### src/rtl/itmr_pkg.sv
`timescale 1ns/1ps
package itmr_pkg;
  localparam int OFF_CTRL = 'h00;
  localparam int OFF_LOAD = 'h04;
  localparam int OFF_PRE  = 'h08;
  localparam int OFF_CNT  = 'h0C;
  localparam int OFF_EVT  = 'h10;

  localparam int EVT_PERIODIC = 0;

  typedef struct packed {
    logic irq_en;  // bit 1
    logic run;     // bit 0
  } ctrl_t;
endpackage

### src/rtl/itmr_prescaler.sv
`timescale 1ns/1ps
module itmr_prescaler #(
  parameter int PRE_W = 32
) (
  input  logic             clk,
  input  logic             rst_n,
  input  logic             run,
  input  logic             restart,
  input  logic [PRE_W-1:0] divisor,
  output logic             tick
);
  logic [PRE_W-1:0] phase_q, phase_d;
  logic             phase_en;

  assign tick     = run & ~restart & (phase_q == divisor);
  assign phase_en = restart | run;

  always_comb begin
    phase_d = phase_q;
    if (restart)   phase_d = '0;
    else if (tick) phase_d = '0;
    else           phase_d = phase_q + 1'b1;
  end

  always_ff @(posedge clk or negedge rst_n) begin
    if (!rst_n)        phase_q <= '0;
    else if (phase_en) phase_q <= phase_d;
  end

  AST_PRE_RESTART: assert property (@(posedge clk) disable iff (!rst_n)
    restart |=> phase_q == '0);
  AST_PRE_FREEZE: assert property (@(posedge clk) disable iff (!rst_n)
    (!run && !restart) |=> $stable(phase_q));
  AST_PRE_WRAP: assert property (@(posedge clk) disable iff (!rst_n)
    tick |=> phase_q == '0);
endmodule

### src/rtl/itmr_countdown.sv
`timescale 1ns/1ps
module itmr_countdown #(
  parameter int CNT_W = 32
) (
  input  logic             clk,
  input  logic             rst_n,
  input  logic             tick,
  input  logic             load_wr,
  input  logic [CNT_W-1:0] load_val,
  input  logic [CNT_W-1:0] reload_val,
  output logic [CNT_W-1:0] count,
  output logic             expire
);
  logic [CNT_W-1:0] count_q, count_d;
  logic             count_en, at_zero;

  assign at_zero  = (count_q == '0);
  assign count_en = load_wr | tick;
  assign expire   = tick & at_zero & ~load_wr;
  assign count    = count_q;

  always_comb begin
    if (load_wr)      count_d = load_val;
    else if (at_zero) count_d = reload_val;
    else              count_d = count_q - 1'b1;
  end

  always_ff @(posedge clk or negedge rst_n) begin
    if (!rst_n)        count_q <= '0;
    else if (count_en) count_q <= count_d;
  end

  AST_CNT_LOAD: assert property (@(posedge clk) disable iff (!rst_n)
    load_wr |=> count_q == $past(load_val));
  AST_CNT_HOLD: assert property (@(posedge clk) disable iff (!rst_n)
    (!tick && !load_wr) |=> $stable(count_q));
  AST_CNT_RELOAD: assert property (@(posedge clk) disable iff (!rst_n)
    expire |=> count_q == $past(reload_val));
endmodule

### src/rtl/itmr_regs.sv
`timescale 1ns/1ps
module itmr_regs
  import itmr_pkg::*;
#(
  parameter int DATA_W = 32,
  parameter int ADDR_W = 5,
  parameter int PRE_W  = 32,
  parameter int CNT_W  = 32
) (
  input  logic              clk,
  input  logic              rst_n,
  input  logic              bus_sel,
  input  logic              bus_wr,
  input  logic [ADDR_W-1:0] bus_addr,
  input  logic [DATA_W-1:0] bus_wdata,
  output logic [DATA_W-1:0] bus_rdata,
  input  logic              expire,
  input  logic [CNT_W-1:0]  count_val,
  output ctrl_t             ctrl,
  output logic [CNT_W-1:0]  reload,
  output logic [PRE_W-1:0]  divisor,
  output logic              load_wr,
  output logic              pre_wr,
  output logic              evt
);
  logic  wr_ctrl, wr_evt, evt_clr, evt_d;
  ctrl_t ctrl_q;
  logic [CNT_W-1:0] reload_q;
  logic [PRE_W-1:0] pre_q;
  logic             evt_q;

  assign wr_ctrl = bus_sel & bus_wr & (bus_addr == ADDR_W'(OFF_CTRL));
  assign load_wr = bus_sel & bus_wr & (bus_addr == ADDR_W'(OFF_LOAD));
  assign pre_wr  = bus_sel & bus_wr & (bus_addr == ADDR_W'(OFF_PRE));
  assign wr_evt  = bus_sel & bus_wr & (bus_addr == ADDR_W'(OFF_EVT));
  assign evt_clr = wr_evt & bus_wdata[EVT_PERIODIC];
  assign evt_d   = expire | (evt_q & ~evt_clr);

  always_ff @(posedge clk or negedge rst_n) begin
    if (!rst_n)       ctrl_q <= '0;
    else if (wr_ctrl) ctrl_q <= ctrl_t'(bus_wdata[1:0]);
  end

  always_ff @(posedge clk or negedge rst_n) begin
    if (!rst_n)       reload_q <= '0;
    else if (load_wr) reload_q <= bus_wdata[CNT_W-1:0];
  end

  always_ff @(posedge clk or negedge rst_n) begin
    if (!rst_n)      pre_q <= '0;
    else if (pre_wr) pre_q <= bus_wdata[PRE_W-1:0];
  end

  always_ff @(posedge clk or negedge rst_n) begin
    if (!rst_n) evt_q <= 1'b0;
    else        evt_q <= evt_d;
  end

  assign ctrl    = ctrl_q;
  assign reload  = reload_q;
  assign divisor = pre_q;
  assign evt     = evt_q;

  always_comb begin
    bus_rdata = '0;
    case (int'(bus_addr))
      OFF_CTRL: bus_rdata = DATA_W'(ctrl_q);
      OFF_LOAD: bus_rdata = DATA_W'(reload_q);
      OFF_PRE:  bus_rdata = DATA_W'(pre_q);
      OFF_CNT:  bus_rdata = DATA_W'(count_val);
      OFF_EVT:  bus_rdata = DATA_W'(evt_q);
      default:  bus_rdata = '0;
    endcase
  end

  AST_EVT_SET_WINS: assert property (@(posedge clk) disable iff (!rst_n)
    expire |=> evt_q);
  AST_EVT_STICKY: assert property (@(posedge clk) disable iff (!rst_n)
    (evt_q && !(wr_evt && bus_wdata[EVT_PERIODIC])) |=> evt_q);
  AST_EVT_NO_SPURIOUS: assert property (@(posedge clk) disable iff (!rst_n)
    (!evt_q && !expire) |=> !evt_q);
endmodule

### src/rtl/interval_timer.sv
`timescale 1ns/1ps
module interval_timer
  import itmr_pkg::*;
#(
  parameter int DATA_W = 32,
  parameter int ADDR_W = 5,
  parameter int PRE_W  = 32,
  parameter int CNT_W  = 32
) (
  input  logic              clk,
  input  logic              rst_n,
  input  logic              bus_sel,
  input  logic              bus_wr,
  input  logic [ADDR_W-1:0] bus_addr,
  input  logic [DATA_W-1:0] bus_wdata,
  output logic [DATA_W-1:0] bus_rdata,
  output logic              irq
);
  logic             rst_meta, rst_sync;
  ctrl_t            ctrl;
  logic [CNT_W-1:0] reload, count;
  logic [PRE_W-1:0] divisor;
  logic             load_wr, pre_wr, evt, tick, expire;

  always_ff @(posedge clk or negedge rst_n) begin
    if (!rst_n) begin
      rst_meta <= 1'b0;
      rst_sync <= 1'b0;
    end else begin
      rst_meta <= 1'b1;
      rst_sync <= rst_meta;
    end
  end

  itmr_regs #(.DATA_W(DATA_W), .ADDR_W(ADDR_W), .PRE_W(PRE_W), .CNT_W(CNT_W)) u_regs (
    .clk(clk), .rst_n(rst_sync),
    .bus_sel(bus_sel), .bus_wr(bus_wr), .bus_addr(bus_addr),
    .bus_wdata(bus_wdata), .bus_rdata(bus_rdata),
    .expire(expire), .count_val(count),
    .ctrl(ctrl), .reload(reload), .divisor(divisor),
    .load_wr(load_wr), .pre_wr(pre_wr), .evt(evt)
  );

  itmr_prescaler #(.PRE_W(PRE_W)) u_pre (
    .clk(clk), .rst_n(rst_sync), .run(ctrl.run),
    .restart(pre_wr | load_wr), .divisor(divisor), .tick(tick)
  );

  itmr_countdown #(.CNT_W(CNT_W)) u_cnt (
    .clk(clk), .rst_n(rst_sync), .tick(tick), .load_wr(load_wr),
    .load_val(bus_wdata[CNT_W-1:0]), .reload_val(reload),
    .count(count), .expire(expire)
  );

  assign irq = evt & ctrl.irq_en;

  AST_CNT_READ_ONLY: assert property (@(posedge clk) disable iff (!rst_sync)
    (bus_sel && bus_wr && bus_addr == ADDR_W'(OFF_CNT) && !tick) |=> $stable(count));
  AST_NO_STEP_ON_RESTART: assert property (@(posedge clk) disable iff (!rst_sync)
    pre_wr |-> !tick);
  AST_IRQ_NEEDS_ENABLE: assert property (@(posedge clk) disable iff (!rst_sync)
    !ctrl.irq_en |-> !irq);
endmodule

### config.mk
export PLATFORM = sky130hd
export DESIGN_NAME = interval_timer
export DESIGN_NICKNAME = d
export VERILOG_FILES = /design/src/rtl/itmr_pkg.sv /design/src/rtl/itmr_prescaler.sv /design/src/rtl/itmr_countdown.sv /design/src/rtl/itmr_regs.sv /design/src/rtl/interval_timer.sv
export SDC_FILE = /design/constraint.sdc
export NUM_CORES = 1
export LEC_CHECK = 0
export BUFFER_PORTS_ARGS = -buffer_cell sky130_fd_sc_hd__buf_2
export CAP_MARGIN = 15
export CORE_MARGIN = 5
export CORE_UTILIZATION = 55
export CTS_CLUSTER_DIAMETER = 30
export DETAILED_ROUTE_END_ITERATION = 16
export PLACE_DENSITY_LB_ADDON = 0.05
export SKIP_LAST_GASP = 1
export SYNTH_ARGS = -nofsm -noshare
export SYNTH_HDL_FRONTEND = slang
export SYNTH_SLANG_ARGS = --single-unit
### constraint.sdc
create_clock -name clk -period 9.8 [get_ports clk]
set_clock_uncertainty 0.15 [all_clocks]
set_input_delay 2.94 -clock clk [delete_from_list [all_inputs] [get_ports clk]]
set_output_delay 2.94 -clock clk [all_outputs]
set_load 0.05 [all_outputs]
==> results.md, run 1 <==
- Run status: finished clean
- DP HPWL: 15370 um
- Final setup violation count: 0
- DRT Pass-1 Iters: 5
- Post-Synth Adder-Cell Area: 0.4726%
- Register area share after synthesis: 41.90%
- Post-route minimum period: 8093 ps
- Skew-Pair Late Insertion Delay: 430 ps
- Total Neg Setup Slack: 0 ps
- Site row count: 44
- Syn Area/Cell: 9.026 sq um
- Combinational share of power: 16.7%
- Finished Layout Cells: 1109
- Crit path kind: input pin to primary output
- Commonest non-fill, non-tap cell in the layout: nand2_1
- 1st-iter DRT viols: 591
- Min Hold Slack: 204.3 ps
- Mux cell area share after synthesis: 10.03%
- DIE WIDTH: 130.2 um
- Pin count of the biggest net entering global routing: 80
- TritonCTS clock tree: yes
- Syn nets: 924
- Crit-path cells: buf_2 > nor2b_2 > buf_4 > a22oi_1 > nor2_1 > buf_2
- DIE HEIGHT: 130.2 um
- Post-CTS resize count: 0
- Critical path origin: bus_addr[2]
- Routed vias/inst: 6.451
- WP data required: 6710 ps
- Top cells by area, synth: dfrtp_1 (42%), mux2_2 (9.2%), nand2_1 (6.8%)
- Routed length per instance: 20.95 um
- CTS buffer count: 17
- Xor/xnor share of the synthesized area: 4.521%
- Vias post-DR: 7154
- Cell mode on critical path: buf_2
- Clock root buffer master: clkbuf_16
- CP arrival: 5000 ps
- Peak supply drop: 0.0001374 V
- Slew HR: 30.52%
- Post-Syn Area: 7943 sq um
- Commonest register cell after synthesis: dfrtp_1
- ANT nets after route: 0
- R2R Path Start: u_cnt.count[22]
- Die ar.: 16940 sq um
- Area growth syn-to-layout: 12.32%
- GPL Wtd Cong: 0.9506
- Core box area: 14370 sq um
- Total GRT Usage: 28.14%
- Pint: 0.001122 W
- Largest family of logic cells by synthesized area: simple AND/OR/NAND/NOR gates
- Period utilization: 82.58%
- Bufs on Longest Clock Path: 2
- RSZ-0062 raised after global routing: false
- Hold-fix buffers, CTS: 0
- Async set or reset register ratio after synthesis: 100.0%
- Count of flip-flops with a built-in enable after synthesis: 0
- CP Launch Type: input pin
- Remaining global-route overflow: 0
- First-pass GRT wire length: 36830 um
- LEAKAGE: 3.893 nW
- Slew Limit Fails: 0
- Power Total: 0.001584 W
- Starting Density: 55.28%
- Most frequent cells in the layout: nand2_1 (143), dfrtp_1 (132), nor2_1 (82)
- Flops & latches, synth: 133
- Layout cells sized above 1: 21.84%
- Hold Startpoint: rst_meta
- H-tree depth: 4
- Yosys warning count: 0
- Synth Area in Compound Gates: 16.93%
- Switching share of power: 29.15%
- Clock Sinks: 133
- Clk slew on worst S/H paths: 60 ps
- Mapped Cells: 880
- Fmax: 123.6 MHz
- Max Cap Viol: 0
- P_sw: 0.0004617 W
- Yosys top cell by area: dfrtp_1
- Max FO, Critical Path: 37
- Reg power frac: 44.3%
- PortBufs: 73
- Initial antenna violation count: 0
- Power per cell area: 177.5 nW/um^2
- HP Class: flip-flop to flip-flop
- Slew @ Worst Pin: 1038 ps
- Count of different cell masters after synthesis: 71
- Crit-path max cell delay: 750 ps
- Post-Synth Simple-Gate Area: 21.66%
- Detailed Route WL: 23230 um
- Yosys top cell area share: 41.90%
- Critical path capture point type: primary output
- Vias in the first global route: 6853
- Placed cells: 1081
- CP max stage cell: buf_2
- Final hold vios: 0
- N_diodes: 0
- DRC Markers: 0
- Post-CTS setup buffer count: 0
- Total Nets Final: 960
- Top-level I/O count: 74
- Share of power burned in the clock network: 39.1%
==> cells by family (layout without fill, tap and decap cells) <==
| logic type | count (synthesis) | after routing |
|---|---|---|
| adders and majority gates | 3 | 3 |
| other | 1 | 1 |
| buffers and inverters | 80 | 125 |
| DFF | 133 | 133 |
| muxes | 69 | 69 |
| and+or+nand+nor | 362 | 362 |
| AOI/OAI and AO/OA | 191 | 191 |
| xor gates and xnor gates | 41 | 41 |
==> power groups by stage <==
stage | Clock [W] | Combinational (W) | Sequential [W]
after floorplan | 0 | 0.000204 | 0.000674
final | 0.000619 | 0.000264 | 0.000701
after global routing | 0.000648 | 0.000292 | 0.000711
after CTS | 0.000625 | 0.000263 | 0.000700
after detailed placement | 0 | 0.000260 | 0.000709
after global placement | 0 | 0.000251 | 0.000706
==> synth_stat cells, drive strengths merged (3+ instances only) <==
cell type and n:
nor2b 5, a22oi 31, a32oi 3, and3 13
a221o 7, nand4b 6, o211ai 5, nand3b 4
a41oi 4, xnor2 33, o21a 3, a22o 3
or4 3, nor2 82, a31oi 27, clkbuf 48
buf 20, or3 8, nor4 10, mux2 65
a211o 7, o311ai 3, a21o 6, inv 12
dfrtp 133, a211oi 8, and4 4, and2 6
ha 3, nand2 143, o21ai 20, nand3 29
nand4 21, a21oi 38, xor2 8, nand2b 8
nor3 13
==> registers in the layout, indices dropped and copies added, names as in the netlist <==
| signal | flops |
|---|---|
| u_regs.divisor | 32 |
| u_regs.reload | 32 |
| rst_meta | 1 |
| u_cnt.count | 32 |
| u_pre.phase_q | 32 |
| u_regs.evt | 1 |
| u_regs.ctrl | 2 |
| rst_sync | 1 |
==> cell type report <==
type	count	area [sq um]
tap	184	230.2
timing repair buffer	85	455.4
sequential	133	3332
clock buffer	22	474.2
inverter	12	45.04
multi-input combinational	667	4304
clock inverter	6	80.08
fill	1234	5448
==> stage by stage <==
step / cell area [sq um] / setup WS (ps) / utilization, %
5_1_grt: 8921 / 1574 / 62.09
6_report: 8921 / 1707 / 62.09
4_1_cts: 8921 / 1736 / 62.09
3_5_place_dp: 8367 / 1737 / 58.23
3_3_place_gp: 8367 / 1763 / 58.23
2_1_floorplan: 7943 / 2098 / -
==> metal layers <==
metal  wire length, um  part of all wire [%]  track usage, %  up-vias
met4               701                   3.0           10.33        0
li1                  -                     -               -     3260
met1             10150                    44           38.81     3548
met2             10820                    47           43.75      301
met5                 0                     0               0        -
met3              1563                   6.7           6.263       45
==> critical path, delay by kind of cell <==
kind / cells / cell delay, ps
compound gates: 1 / 170
buf+inv: 3 / 1420
simple gates: 2 / 430
==> final timing paths <==
path	to	slack, ps	cells after the start
min in group asynchronous	u_regs.divisor[15]	230	0
worst max-delay path	bus_rdata[17]	1710	6
worst min-delay path	rst_sync	200	0
worst min register to register	rst_sync	200	0
worst max register to register	u_cnt.count[20]	6260	7
max in group asynchronous	rst_sync	7260	1
No activity file was read; power rests on OpenSTA's default activity.
==> inputs of run 2 (changes only) <==
Settings changed: CORE_UTILIZATION 55 to 54.
Clock period 9.8 ns to 6.7 ns, I/O delays scaled along.
==> run 2 against run 1 <==
Net effect: register-to-register slack got worse by 3400 ps; largest power group unchanged; utilization increased by 0.37 points; largest cell class unchanged; first-iteration DRC count increased by 0.85%; via count decreased by 0.75%; wire length decreased by 1.2%; critical path type unchanged.
==> results.md, run 2 (synthesis results as in run 1) <==
- Run status: finished clean
- HP Class: flip-flop to flip-flop
- Total GRT Usage: 26.43%
- 1st-iter DRT viols: 596
- DIE HEIGHT: 131.3 um
- Max Cap Viol: 0
- Routed vias/inst: 6.351
- Detailed Route WL: 22940 um
- Post-CTS resize count: 0
- H-tree depth: 4
- Die ar.: 17230 sq um
- CP arrival: 3690 ps
- Remaining global-route overflow: 0
- Core box area: 14480 sq um
- Most frequent cells in the layout: nand2_1 (143), dfrtp_1 (132), nor2_1 (82)
- Met1 usage: 36.96%
- Starting Density: 54.86%
- Final setup violation count: 0
- DP Area: 8404 sq um
- WP data required: 4540 ps
- Slew HR: 32.11%
- DP HPWL: 16000 um
- Pin count of the biggest net entering global routing: 71
- Bufs on Longest Clock Path: 2
- Initial antenna violation count: 0
- PortBufs: 73
- Clock Sinks: 133
- LEAKAGE: 3.939 nW
- CP Launch Type: input pin
- First-pass GRT wire length: 36940 um
- Total Neg Setup Slack: 0 ps
- Commonest non-fill, non-tap cell in the layout: nand2_1
- Period utilization: 87.26%
- Area growth syn-to-layout: 13.85%
- Peak supply drop: 0.0001925 V
- GPL Wtd Cong: 0.9009
- DRC Markers: 0
- Placed cells: 1086
- Post-layout util: 62.45%
- Min Hold Slack: 207.2 ps
- Total Nets Final: 965
- Site row count: 44
- Skew-Pair Late Insertion Delay: 420 ps
- Clock root buffer master: clkbuf_16
- DIE WIDTH: 131.3 um
- Layout cells sized above 1: 22.81%
- RSZ-0062 raised after global routing: false
- Grt peak-use layer: met2
- Post-CTS setup buffer count: 0
- ANT nets after route: 0
- Slew Limit Fails: 0
- Final hold vios: 0
- Reg2reg setup slack: 2860 ps
- Hold-fix buffers, CTS: 0
- Finished Layout Cells: 1118
- Fmax: 171.0 MHz
- Critical path capture point type: primary output
- Power per cell area: 268.5 nW/um^2
- Top-level I/O count: 74
- Vias post-DR: 7100
- Routed length per instance: 20.52 um
- Met3 usage: 5.887%
- CTS buffer count: 17
- Slew @ Worst Pin: 1013 ps
- Met2 Use GR: 40.21%
- Post-route minimum period: 5847 ps
- TritonCTS clock tree: yes
- Crit path kind: input pin to primary output
- Filler cells: 1229
- Vias in the first global route: 6783
- Clk slew on worst S/H paths: 60 ps
- Max FO, Critical Path: 22
- N_diodes: 0
- DRT Pass-1 Iters: 5
- Fin area: 9042 sq um
-- run 2: metal layers --
metal | share of wire [%] | routed length, um
met4 | 2.9 | 665
met3 | 6.3 | 1442
met1 | 45 | 10220
met5 | 0 | 0
met2 | 46 | 10610
-- run 2: layout make-up --
type                            instances  area, sq um  share of cell area [%]
Multi-Input combinational cell        667         4304                   47.60
Sequential cell                       133         3332                   36.85
Timing Repair Buffer                   90        493.0                   5.452
Clock buffer                           18        439.2                   4.857
Tap cell                              184        230.2                   2.546
Clock inverter                         14        198.9                   2.200
Inverter                               12        45.04                  0.4981
-- run 2: final timing paths --
kind | depth (start not counted) | startpoint | to
max | 5 | bus_addr[2] | bus_rdata[1]
max reg2reg | 7 | u_cnt.count[22] | u_cnt.count[9]
min | 0 | rst_meta | rst_sync
min reg2reg | 0 | rst_meta | rst_sync
max in group asynchronous | 1 | rst_sync | u_pre.phase_q[23]
min in group asynchronous | 0 | rst_sync | u_pre.phase_q[10]
-- run 2: critical path, stage by stage --
cell	delay, ps
buf_2	360
buf_4	410
mux4_2	530
and2_1	160
buf_2	200
-- run 2: metrics by stage --
step                      total power [W]  setup WS, ps
after floorplan                  0.001285         858.0
after global placement           0.001402         875.9
after detailed placement         0.001418         854.4
after CTS                        0.002435         848.1
after global routing             0.002530         796.0
final                            0.002428         853.3
-- run 2: power by group --
| part | leakage [nW] | internal, W | switching [W] |
|---|---|---|---|
| Sequential | 1.73 | 0.000894 | 0.000133 |
| Clock | 0.300 | 0.000636 | 0.000380 |
| Combinational | 1.91 | 0.000183 | 0.000201 |
